[config.mk]
export PLATFORM = sky130hd
export DESIGN_NAME = timer16
export DESIGN_NICKNAME = d
export VERILOG_FILES = /design/src/rtl/timer16_pkg.sv /design/src/rtl/timer16_psc.sv /design/src/rtl/timer16_cnt.sv /design/src/rtl/timer16_regs.sv /design/src/rtl/timer16.sv
export SDC_FILE = /design/constraint.sdc
export NUM_CORES = 1
export LEC_CHECK = 0
export BUFFER_PORTS_ARGS = -buffer_cell sky130_fd_sc_hd__buf_2
export CORE_AREA = 2 2 88 90
export CTS_CLUSTER_SIZE = 12
export DETAILED_ROUTE_END_ITERATION = 16
export DIE_AREA = 0 0 90 92
export PLACE_DENSITY = 0.84
export SLEW_MARGIN = 5
export SYNTH_ARGS = -nofsm -noshare
export SYNTH_HDL_FRONTEND = slang
export SYNTH_SLANG_ARGS = --single-unit
[constraint.sdc]
create_clock -name clk_i -period 4.52 [get_ports clk_i]
set_input_delay 0.452 -clock clk_i [delete_from_list [all_inputs] [get_ports clk_i]]
set_output_delay 0.452 -clock clk_i [all_outputs]
set_load 0.01 [all_outputs]
[src/rtl/timer16_pkg.sv]
package timer16_pkg;
  localparam int unsigned BYTE_W = 8;
  localparam int unsigned CNT_W  = 2 * BYTE_W;
  localparam int unsigned ADDR_W = 4;
  localparam int unsigned NSRC   = 2;
  localparam int unsigned FL_WRAP = 0;
  localparam int unsigned FL_CMP  = 1;

  typedef enum logic [ADDR_W-1:0] {
    REG_CTRL  = 4'd0,
    REG_CNT_L = 4'd1,
    REG_CNT_H = 4'd2,
    REG_CMP_L = 4'd3,
    REG_CMP_H = 4'd4,
    REG_CAP_L = 4'd5,
    REG_CAP_H = 4'd6,
    REG_FLAG  = 4'd7,
    REG_MASK  = 4'd8
  } reg_addr_e;
endpackage

[src/rtl/timer16_psc.sv]
module timer16_psc #(
  parameter int unsigned EXP_A = 3,
  parameter int unsigned EXP_B = 6,
  parameter int unsigned EXP_C = 8,
  parameter int unsigned EXP_D = 10
) (
  input  logic       clk_i,
  input  logic       rst_ni,
  input  logic       clr_i,
  input  logic [2:0] sel_i,
  output logic       tick_o
);
  localparam int unsigned DIV_W = EXP_D;
  localparam logic [DIV_W-1:0] M_A = DIV_W'((1 << EXP_A) - 1);
  localparam logic [DIV_W-1:0] M_B = DIV_W'((1 << EXP_B) - 1);
  localparam logic [DIV_W-1:0] M_C = DIV_W'((1 << EXP_C) - 1);
  localparam logic [DIV_W-1:0] M_D = DIV_W'((1 << EXP_D) - 1);

  logic [DIV_W-1:0] div_q;

  always_ff @(posedge clk_i or negedge rst_ni) begin
    if (!rst_ni)    div_q <= '0;
    else if (clr_i) div_q <= '0;
    else            div_q <= div_q + 1'b1;
  end

  always_comb begin
    unique case (sel_i)
      3'd1:    tick_o = 1'b1;
      3'd2:    tick_o = (div_q & M_A) == M_A;
      3'd3:    tick_o = (div_q & M_B) == M_B;
      3'd4:    tick_o = (div_q & M_C) == M_C;
      3'd5:    tick_o = (div_q & M_D) == M_D;
      default: tick_o = 1'b0;
    endcase
  end
endmodule

[src/rtl/timer16_cnt.sv]
module timer16_cnt
  import timer16_pkg::*;
(
  input  logic             clk_i,
  input  logic             rst_ni,
  input  logic             tick_i,
  input  logic [1:0]       mode_i,   // [0] restart at top, [1] top is capture
  input  logic [CNT_W-1:0] cmp_i,
  input  logic [CNT_W-1:0] cap_i,
  input  logic             load_i,
  input  logic [CNT_W-1:0] load_val_i,
  input  logic [NSRC-1:0]  clr_i,
  output logic [CNT_W-1:0] cnt_o,
  output logic [NSRC-1:0]  flags_o
);
  logic [CNT_W-1:0] cnt_q;
  logic [NSRC-1:0]  flags_q, set;
  logic             adv, top_hit;

  assign adv     = tick_i & ~load_i;
  assign top_hit = cnt_q == (mode_i[1] ? cap_i : cmp_i);

  always_comb begin
    set          = '0;
    set[FL_WRAP] = adv & ~mode_i[0] & (&cnt_q);
    set[FL_CMP]  = adv & (cnt_q == cmp_i);
  end

  always_ff @(posedge clk_i or negedge rst_ni) begin
    if (!rst_ni) begin
      cnt_q   <= '0;
      flags_q <= '0;
    end else begin
      if (load_i)                   cnt_q <= load_val_i;
      else if (tick_i && mode_i[0] && top_hit) cnt_q <= '0;
      else if (tick_i)              cnt_q <= cnt_q + 1'b1;
      flags_q <= (flags_q & ~clr_i) | set;  // set wins
    end
  end

  assign cnt_o   = cnt_q;
  assign flags_o = flags_q;
endmodule

[src/rtl/timer16_regs.sv]
module timer16_regs
  import timer16_pkg::*;
(
  input  logic              clk_i,
  input  logic              rst_ni,
  input  logic              wr_en_i,
  input  logic              rd_en_i,
  input  logic [ADDR_W-1:0] addr_i,
  input  logic [BYTE_W-1:0] wdata_i,
  output logic [BYTE_W-1:0] rdata_o,
  input  logic [CNT_W-1:0]  cnt_i,
  input  logic [NSRC-1:0]   flags_i,
  output logic [4:0]        ctrl_o,
  output logic [CNT_W-1:0]  cmp_o,
  output logic [CNT_W-1:0]  cap_o,
  output logic [NSRC-1:0]   mask_o,
  output logic              load_o,
  output logic [CNT_W-1:0]  load_val_o,
  output logic [NSRC-1:0]   flag_clr_o,
  output logic              psc_clr_o
);
  logic [BYTE_W-1:0] tmp_q;
  logic [4:0]        ctrl_q;
  logic [CNT_W-1:0]  cmp_q, cap_q;
  logic [NSRC-1:0]   mask_q;
  logic              rd;

  assign rd         = rd_en_i & ~wr_en_i;
  assign load_o     = wr_en_i && addr_i == REG_CNT_L;
  assign load_val_o = {tmp_q, wdata_i};
  assign flag_clr_o = (wr_en_i && addr_i == REG_FLAG) ? wdata_i[NSRC-1:0] : '0;
  assign psc_clr_o  = wr_en_i && addr_i == REG_CTRL;

  always_ff @(posedge clk_i or negedge rst_ni) begin
    if (!rst_ni) begin
      tmp_q  <= '0;
      ctrl_q <= '0;
      cmp_q  <= '0;
      cap_q  <= '0;
      mask_q <= '0;
    end else if (wr_en_i) begin
      unique case (addr_i)
        REG_CTRL:  ctrl_q <= wdata_i[4:0];
        REG_CNT_H, REG_CMP_H, REG_CAP_H: tmp_q <= wdata_i;
        REG_CMP_L: cmp_q  <= {tmp_q, wdata_i};
        REG_CAP_L: cap_q  <= {tmp_q, wdata_i};
        REG_MASK:  mask_q <= wdata_i[NSRC-1:0];
        default: ;
      endcase
    end else if (rd) begin
      unique case (addr_i)
        REG_CNT_L: tmp_q <= cnt_i[CNT_W-1:BYTE_W];
        REG_CMP_L: tmp_q <= cmp_q[CNT_W-1:BYTE_W];
        REG_CAP_L: tmp_q <= cap_q[CNT_W-1:BYTE_W];
        default: ;
      endcase
    end
  end

  always_comb begin
    rdata_o = '0;
    if (rd) begin
      unique case (addr_i)
        REG_CTRL:  rdata_o = BYTE_W'(ctrl_q);
        REG_CNT_L: rdata_o = cnt_i[BYTE_W-1:0];
        REG_CMP_L: rdata_o = cmp_q[BYTE_W-1:0];
        REG_CAP_L: rdata_o = cap_q[BYTE_W-1:0];
        REG_CNT_H, REG_CMP_H, REG_CAP_H: rdata_o = tmp_q;
        REG_FLAG:  rdata_o = BYTE_W'(flags_i);
        REG_MASK:  rdata_o = BYTE_W'(mask_q);
        default:   rdata_o = '0;
      endcase
    end
  end

  assign ctrl_o = ctrl_q;
  assign cmp_o  = cmp_q;
  assign cap_o  = cap_q;
  assign mask_o = mask_q;
endmodule

[src/rtl/timer16.sv]
module timer16
  import timer16_pkg::*;
(
  input  logic              clk_i,
  input  logic              rst_ni,
  input  logic              wr_en_i,
  input  logic              rd_en_i,
  input  logic [ADDR_W-1:0] addr_i,
  input  logic [BYTE_W-1:0] wdata_i,
  output logic [BYTE_W-1:0] rdata_o,
  input  logic              gie_i,
  input  logic              irq_ack_i,
  output logic              irq_o
);
  logic [4:0]       ctrl;
  logic [2:0]       clk_sel;
  logic [1:0]       mode;
  logic [CNT_W-1:0] cnt, cmp, cap, cnt_wdata;
  logic [NSRC-1:0]  flags, mask, pend, bus_clr, ack_clr;
  logic             cnt_wr, psc_clr, tick;

  assign clk_sel = ctrl[2:0];
  assign mode    = ctrl[4:3];

  timer16_regs u_regs (
    .clk_i, .rst_ni, .wr_en_i, .rd_en_i, .addr_i, .wdata_i, .rdata_o,
    .cnt_i(cnt), .flags_i(flags), .ctrl_o(ctrl), .cmp_o(cmp), .cap_o(cap),
    .mask_o(mask), .load_o(cnt_wr), .load_val_o(cnt_wdata),
    .flag_clr_o(bus_clr), .psc_clr_o(psc_clr)
  );

  timer16_psc u_psc (
    .clk_i, .rst_ni, .clr_i(psc_clr), .sel_i(clk_sel), .tick_o(tick)
  );

  timer16_cnt u_cnt (
    .clk_i, .rst_ni, .tick_i(tick), .mode_i(mode), .cmp_i(cmp), .cap_i(cap),
    .load_i(cnt_wr), .load_val_i(cnt_wdata), .clr_i(bus_clr | ack_clr),
    .cnt_o(cnt), .flags_o(flags)
  );

  assign pend  = flags & mask;
  assign irq_o = gie_i & (|pend);

  // compare outranks wrap when the request is serviced
  always_comb begin
    ack_clr = '0;
    if (irq_ack_i && irq_o) begin
      if (pend[FL_CMP]) ack_clr[FL_CMP]  = 1'b1;
      else              ack_clr[FL_WRAP] = 1'b1;
    end
  end
endmodule

Yosys cells after proc, flatten, opt, wreduce, memory -nomap -nowiden
Index checks and enable logic that the tools add are counted.
W data, S select, Z words.

cells by class
  equal/unequal tests = 20
  bitwise gates (word level) = 14
  mux-type cells = 16
  add/sub/neg operators = 2
  reductions and logical operators = 18

operators by type and width
  operator                 number
  $mux W16                 4
  $pmux W8 S7              1
  $eq A16 B16 Y1           2
  $mux W8                  4
  $pmux W8 S3              1
  $add A16 B1 Y16 const B  1
  $eq A4 B3 Y1 const B     4
  $reduce_and A16 Y1       1
  $add A10 B1 Y10 const B  1
  $eq A10 B10 Y1 const B   1
  $mux W10                 1
  $eq A3 B3 Y1 const B     3
  $eq A4 B2 Y1 const B     2
  $eq A8 B8 Y1 const B     1
  $reduce_and A2 Y1        4
  $and A1 B1 Y1            6
  $eq A3 B2 Y1 const B     2
  $eq A6 B6 Y1 const B     1
  $logic_and A1 B1 Y1      6
  $pmux W1 S5              1
  $and A2 B2 Y2            2
  $eq A4 B1 Y1 const B     1
  $eq A4 B4 Y1 const B     1
  $logic_not A4 Y1         1
  other kinds (13)         18

storage, ports and cells
  bits in registers = 75
  input port bits = 18
  word-level logic and storage cells = 78
  output and inout bits = 9

Logic depth before layout (Yosys ltp)
  depth in word-level cells = 9
  depth in mapped cells = 10

Hierarchy
A second synthesis with hierarchy kept.

unflattened totals
  cells, all modules = 492
  area, all modules = 4850.9 sq um

modules (own cells, without submodules)
  module        cells each  area an instance (sq um)  instances  sequential area each (sq um)
  timer16_regs  227         2665.1                    1          1176.1
  timer16_cnt   208         1634.1                    1          450.4
  timer16_psc   51          509.2                     1          250.2
  timer16       6           42.5                      1          0.0

Least setup slack after synthesis
No wires, ideal clock.

  path kind = input-to-output
  from = in addr_i[2]
  to = out rdata_o[1]
  slack = 2.331 ns
  data required time = 4.068 ns
  arrival time = 1.737 ns
  cell stages on the path = 6
  cell sequence = buf_2 -> buf_1 -> a221oi_1 -> a21oi_1 -> a211oi_1 -> a211oi_1

between the ends
  word-level cells in the longest chain between the ends = 4

ends and longest elaborated chain
  element                                              line                RTL
  start, declared                                      timer16.sv:8        input logic [ADDR_W-1:0] addr_i,
  $eq A4 B2 Y1 / $eq A4 B3 Y1 (equally long branches)  timer16_regs.sv:63  unique case (addr_i)
  $reduce_or A3 Y1                                     timer16_regs.sv:63
  $pmux W8 S7 (*)                                      timer16_regs.sv:63
  $mux W8 (*)                                          timer16_regs.sv:62  if (rd) begin
  end, declared                                        timer16.sv:10       output logic [BYTE_W-1:0] rdata_o,

Every way passes the cells marked *; elsewhere a longest branch is shown, timed or not.

Worst setup path in the final report
  from = reg u_regs.ctrl_q[4], in the netlist u_regs.ctrl_o[4]
  to = reg u_cnt.cnt_q[10], in the netlist u_cnt.cnt_o[10]

between the ends
  word-level cells in the longest chain between the ends = 5

ends and longest elaborated chain
  element                  line                RTL
  start, declared          timer16_regs.sv:23  logic [4:0] ctrl_q;
  start signal, assigned   timer16_regs.sv:43  REG_CTRL: ctrl_q <= wdata_i[4:0];
  $mux W16 (*)             timer16_cnt.sv:21   assign top_hit = cnt_q == (mode_i[1] ? cap_i : cmp_i);
  $eq A16 B16 Y1 (*)       timer16_cnt.sv:21
  $logic_and A1 B1 Y1 (*)  timer16_cnt.sv:35   else if (tick_i && mode_i[0] && top_hit) cnt_q <= '0;
  $mux W16                 timer16_cnt.sv:35
  $mux W16                 timer16_cnt.sv:34   if (load_i) cnt_q <= load_val_i;
  end signal, assigned     timer16_cnt.sv:34
  end signal, assigned     timer16_cnt.sv:36   else if (tick_i) cnt_q <= cnt_q + 1'b1;
  end, declared            timer16_cnt.sv:16   logic [CNT_W-1:0] cnt_q;

Marks and branches as above.
A chain may end at the register's enable or synchronous reset.

==> impl.org <==
** Logic synthesis
- Adder and majority gate portion of the synthesized area :: less than 1%
- In the synthesized netlist, the number of instances is around 500.
- In this run, synthesis produced a sequential element count of 75.
- Leading post-synthesis cells by cell area :: dfrtp_1, mux2_2, mux2i_1
- In this run, distinct cell masters in the synthesized netlist total 55.
- XOR/XNOR Fraction of Synth Area :: under 10%
- Basic-gate share of the synthesized area counting and, or, nand and nor cells :: 17.9%
- The share of synthesized area in the top cell type comes to about 40%.
- Number of enable flip-flop cells after synthesis :: 0
- After synthesis, the share of cell area in mux cells is 12.8%.
- Yosys printed 0 warnings.
- Share of flip-flops with an asynchronous set or reset after synthesis :: 100%
- The cell area that synthesis handed to floorplanning was 4720 sq um.
- Main combinational cell family by area after synthesis :: simple AND/OR/NAND/NOR gates
- Register area share after synthesis :: between 30% and 40%
- The biggest area contributor in the post-synthesis netlist is dfrtp_1.
- Dividing the synthesized area by the synthesized cell count gives between 9 and 10 sq um.
- Counting every net in the synthesized netlist gives ~530.
- Dominant synthesized flop cell :: dfrtp_1
- Post-synthesis compound-gate area fraction :: 16.1%

** Global route
- Initial antenna violation count :: 0
- After global routing the overflow that remains totals 0.
- Global-route wire length before repair :: 19900 um
- The number of global-route vias before repair came to 3860.
- Global routing used 30.5% of the available tracks.
- Entering global routing, the biggest net connects 76 pins.

** Timing
- Setup violations remaining at the end of the flow were counted as 0.
- Final-layout worst hold slack :: 0.233 ns
- Final worst setup slack :: 1.68 ns
- Max Slew Vio Count :: 0
- Unrepaired setup endpoints after global routing :: false
- Final Hold Vio Count :: 0
- Max-slew headroom at the worst pin :: 17.8%
- Maximum clock rate :: 0.352 GHz
- Worst-case clock skew :: 0.00678 ns
- In the final timing run, aggregate negative setup slack is 0 ns.
- Slew @ Worst Pin :: 1.23 ns
- Final critical-path required period :: around 2.8 ns
- Final clock period utilization by the worst path :: 62.8%

** Routing
- After detailed routing, the average wire length per cell comes to 19.6 um.
- Number of detailed-routing iterations run before antenna repair :: 5
- DRC violations left :: 0
- Number of vias per cell :: 6.65
- The detail route stage leaves a number of antenna-violating nets equal to 0.
- The first routing iteration left 350 violations.
- The routed design has between 10000 and 15000 um of wire.
- Detailed routing inserted a total of 4101 vias.

** Floorplanning
- The initialized floorplan defines 32 standard-cell rows.
- For this design the top-level I/O count stands at 27.
- The die is a little over 90 um tall.
- The core region is 7450 sq um.
- Initial core utilization :: 63.4%
- Die area :: 8280 sq um
- Measured along the x axis, the die boundary spans 90 um.

** Place
- OpenSTA, run right after detailed placement, puts the worst setup slack at 1.75 ns.
- Buffers on Ports :: 26
- HPWL after detailed placement :: 8490 um
- Weighted congestion reported at the end of routability-driven placement :: 0.989

** Clock network
- Clock-pin slew of the registers on the worst-case setup and hold paths :: 0.08 ns
- For the worst-skew pair, the clock arrives at the later sink with an insertion delay of 0.36 ns.
- Maximum count of clock buffers along a single path :: 2
- For this design, the CTS-stage hold fixing added 0 buffers.
- Post-CTS Setup Inserts :: 0
- After clock tree synthesis, the repair step resized 0 gates.
- The cell sitting at the root of the clock tree is a clkbuf_8.
- Total CTS buffers :: 9
- Counting every sink on the clock net gives 75.
- TritonCTS built the clock tree.
- Deepest level of the CTS H-tree :: 3

** Worst setup path
- For the worst setup path, the data required time is 4.76 ns.
- The worst setup path is launched from a flop.
- Worst setup slack for register-to-register paths :: 1.68 ns
- Start of the worst register-to-register path :: u_regs.ctrl_o[4]
- Sort of element at the end of the critical path :: flop
- The endpoint identified for the worst register-to-register timing path is u_cnt.cnt_o[10].
- Cell count of the worst reg-to-reg path :: 6
- Endpoint arrival time on the critical path :: 3.08 ns
- Crit Path Max Fanout :: 28
- The critical path is of the reg -> reg type.

** Power
- Tot Pwr :: 2310 uW
- The worst-case IR drop observed on VDD is a little under 300 uV.
- Dividing total power by cell area gives a power density of 469 nW/um^2.
- For this design the static power due to leakage is around 0.002 uW.

** Flow run
- Max-cap violations :: 0

** Final layout
- Antenna fix cells :: 0
- The area growth from synthesis to layout is 4.64%.
- Fraction of layout cells with a size suffix above 1 :: between 15 and 20%
- Fill cells in the final layout number 613.
- Layout Utilization :: ~66%
- Layout Nets :: 531

** Min path
- The worst hold path belongs to the class in -> async.

** Run status
- The run finished with clean final reports.
## how the worst max path moves through the flow
stage,end,from,cells after the start,slack (ns)
finish,u_cnt.cnt_o[10],u_regs.ctrl_o[4],6,1.68
global route,u_cnt.cnt_o[10],u_regs.ctrl_o[4],6,1.51
CTS,u_cnt.cnt_o[10],u_regs.ctrl_o[4],6,1.75
detailed placement,u_cnt.cnt_o[10],u_regs.ctrl_o[4],6,1.75
global placement,u_cnt.cnt_o[2],u_regs.ctrl_o[4],6,1.80
floorplan,rdata_o[1],addr_i[2],6,2.33
## cells in the mapped netlist, types with 3 or more instances
library cell / instances
mux2_2: 35
xnor2_1: 20
buf_6: 6
nand4_1: 7
or3_1: 4
and3_1: 4
a22oi_1: 4
a32oi_1: 9
o21ai_0: 12
xor2_1: 16
o21ai_1: 9
mux2i_1: 21
nor2_1: 42
dfrtp_1: 75
buf_2: 4
clkbuf_1: 23
nor3_1: 11
a41oi_1: 3
a211oi_1: 11
buf_4: 3
a222oi_1: 3
buf_1: 3
a21oi_1: 36
nor2b_1: 3
nand2b_1: 3
nor4_1: 5
o22ai_1: 17
inv_1: 7
and2_1: 4
a31oi_1: 5
nand2_1: 54
nand3_1: 25
ha_1: 3
## placed cells by master (no fill, tap or decap), drive strengths merged, types with 2 or more instances in the layout
cell / synthesis / final
a22oi: 5 / 5
nor3: 13 / 13
o21a: 2 / 2
nor4: 6 / 6
clkinvlp: 0 / 2
a41oi: 3 / 3
clkinv: 0 / 2
xor2: 17 / 17
and2: 4 / 4
nand4: 8 / 8
a2111oi: 2 / 2
clkbuf: 25 / 11
a211oi: 12 / 12
or4: 2 / 2
mux2: 35 / 35
xnor2: 20 / 20
nand2b: 3 / 3
o22ai: 17 / 17
dfrtp: 75 / 75
and3: 4 / 4
nand3b: 2 / 2
a31oi: 5 / 5
ha: 3 / 3
nor2b: 3 / 3
nor2: 42 / 42
or3: 4 / 4
a32oi: 9 / 9
mux2i: 21 / 21
inv: 7 / 8
a222oi: 3 / 3
a21oi: 36 / 36
nand2: 54 / 54
o21ai: 21 / 21
buf: 17 / 28
nand3: 25 / 25
## critical path, stage by stage, from the launching register on
cell and delay [ns]:
dfrtp_1 0.92, mux2i_1 0.30, xnor2_1 0.13, nor4_1 0.49, nand4_4 0.43, a32oi_1 0.36
o21ai_1 0.09
## area by class of cell
| class | count | area (sq um) | share of cell area, % |
|---|---|---|---|
| repair buffers | 28 | 148 | 2.99 |
| well taps | 102 | 128 | 2.58 |
| clock buffers | 11 | 141 | 2.86 |
| inverters | 7 | 26.3 | 0.532 |
| flip-flops and latches | 75 | 1880 | 38.0 |
| multi-input cells | 389 | 2580 | 52.3 |
| clock inverters | 5 | 37.5 | 0.760 |
## report_power, final
| part | switching (uW) | internal, uW | total, uW | leakage (uW) |
|---|---|---|---|---|
| logic | 338 | 340 | 678 | 0.00102 |
| registers | 295 | 859 | 1150 | 0.000888 |
| clock network | 265 | 216 | 482 | 0.0000859 |
| total | 899 | 1420 | 2310 | 0.00200 |
## sequential cells by signal, summed over array words and instances, names as in the netlist
register and count:
u_cnt.cnt_o 16, u_cnt.flags_o 2, u_psc.div_q 10, u_regs.cap_o 16
u_regs.cmp_o 16, u_regs.ctrl_o 5, u_regs.mask_o 2, u_regs.tmp_q 8
## layer usage
| layer | global-route usage [%] | part of all wire [%] |
|---|---|---|
| met1 | 42.3 | 41 |
| met2 | 48.1 | 46 |
| met3 | 4.85 | 9.3 |
| met4 | 12.4 | 2.9 |
| met5 | 0 | 0 |
## through the flow
stage	cell area [sq um]	instances
4_1_cts	4940	617
3_5_place_dp	4760	601
3_3_place_gp	4760	601
2_1_floorplan	4720	513
5_1_grt	4940	617
6_report	4940	617
## cell families after synthesis
kind of cell | after synthesis
muxes | 56
adders and majority gates | 3
and+or+nand+nor | 174
DFF | 75
xor gates and xnor gates | 37
buffers and inverters | 49
AOI/OAI and AO/OA | 119
(Power assumes the default switching activity.)
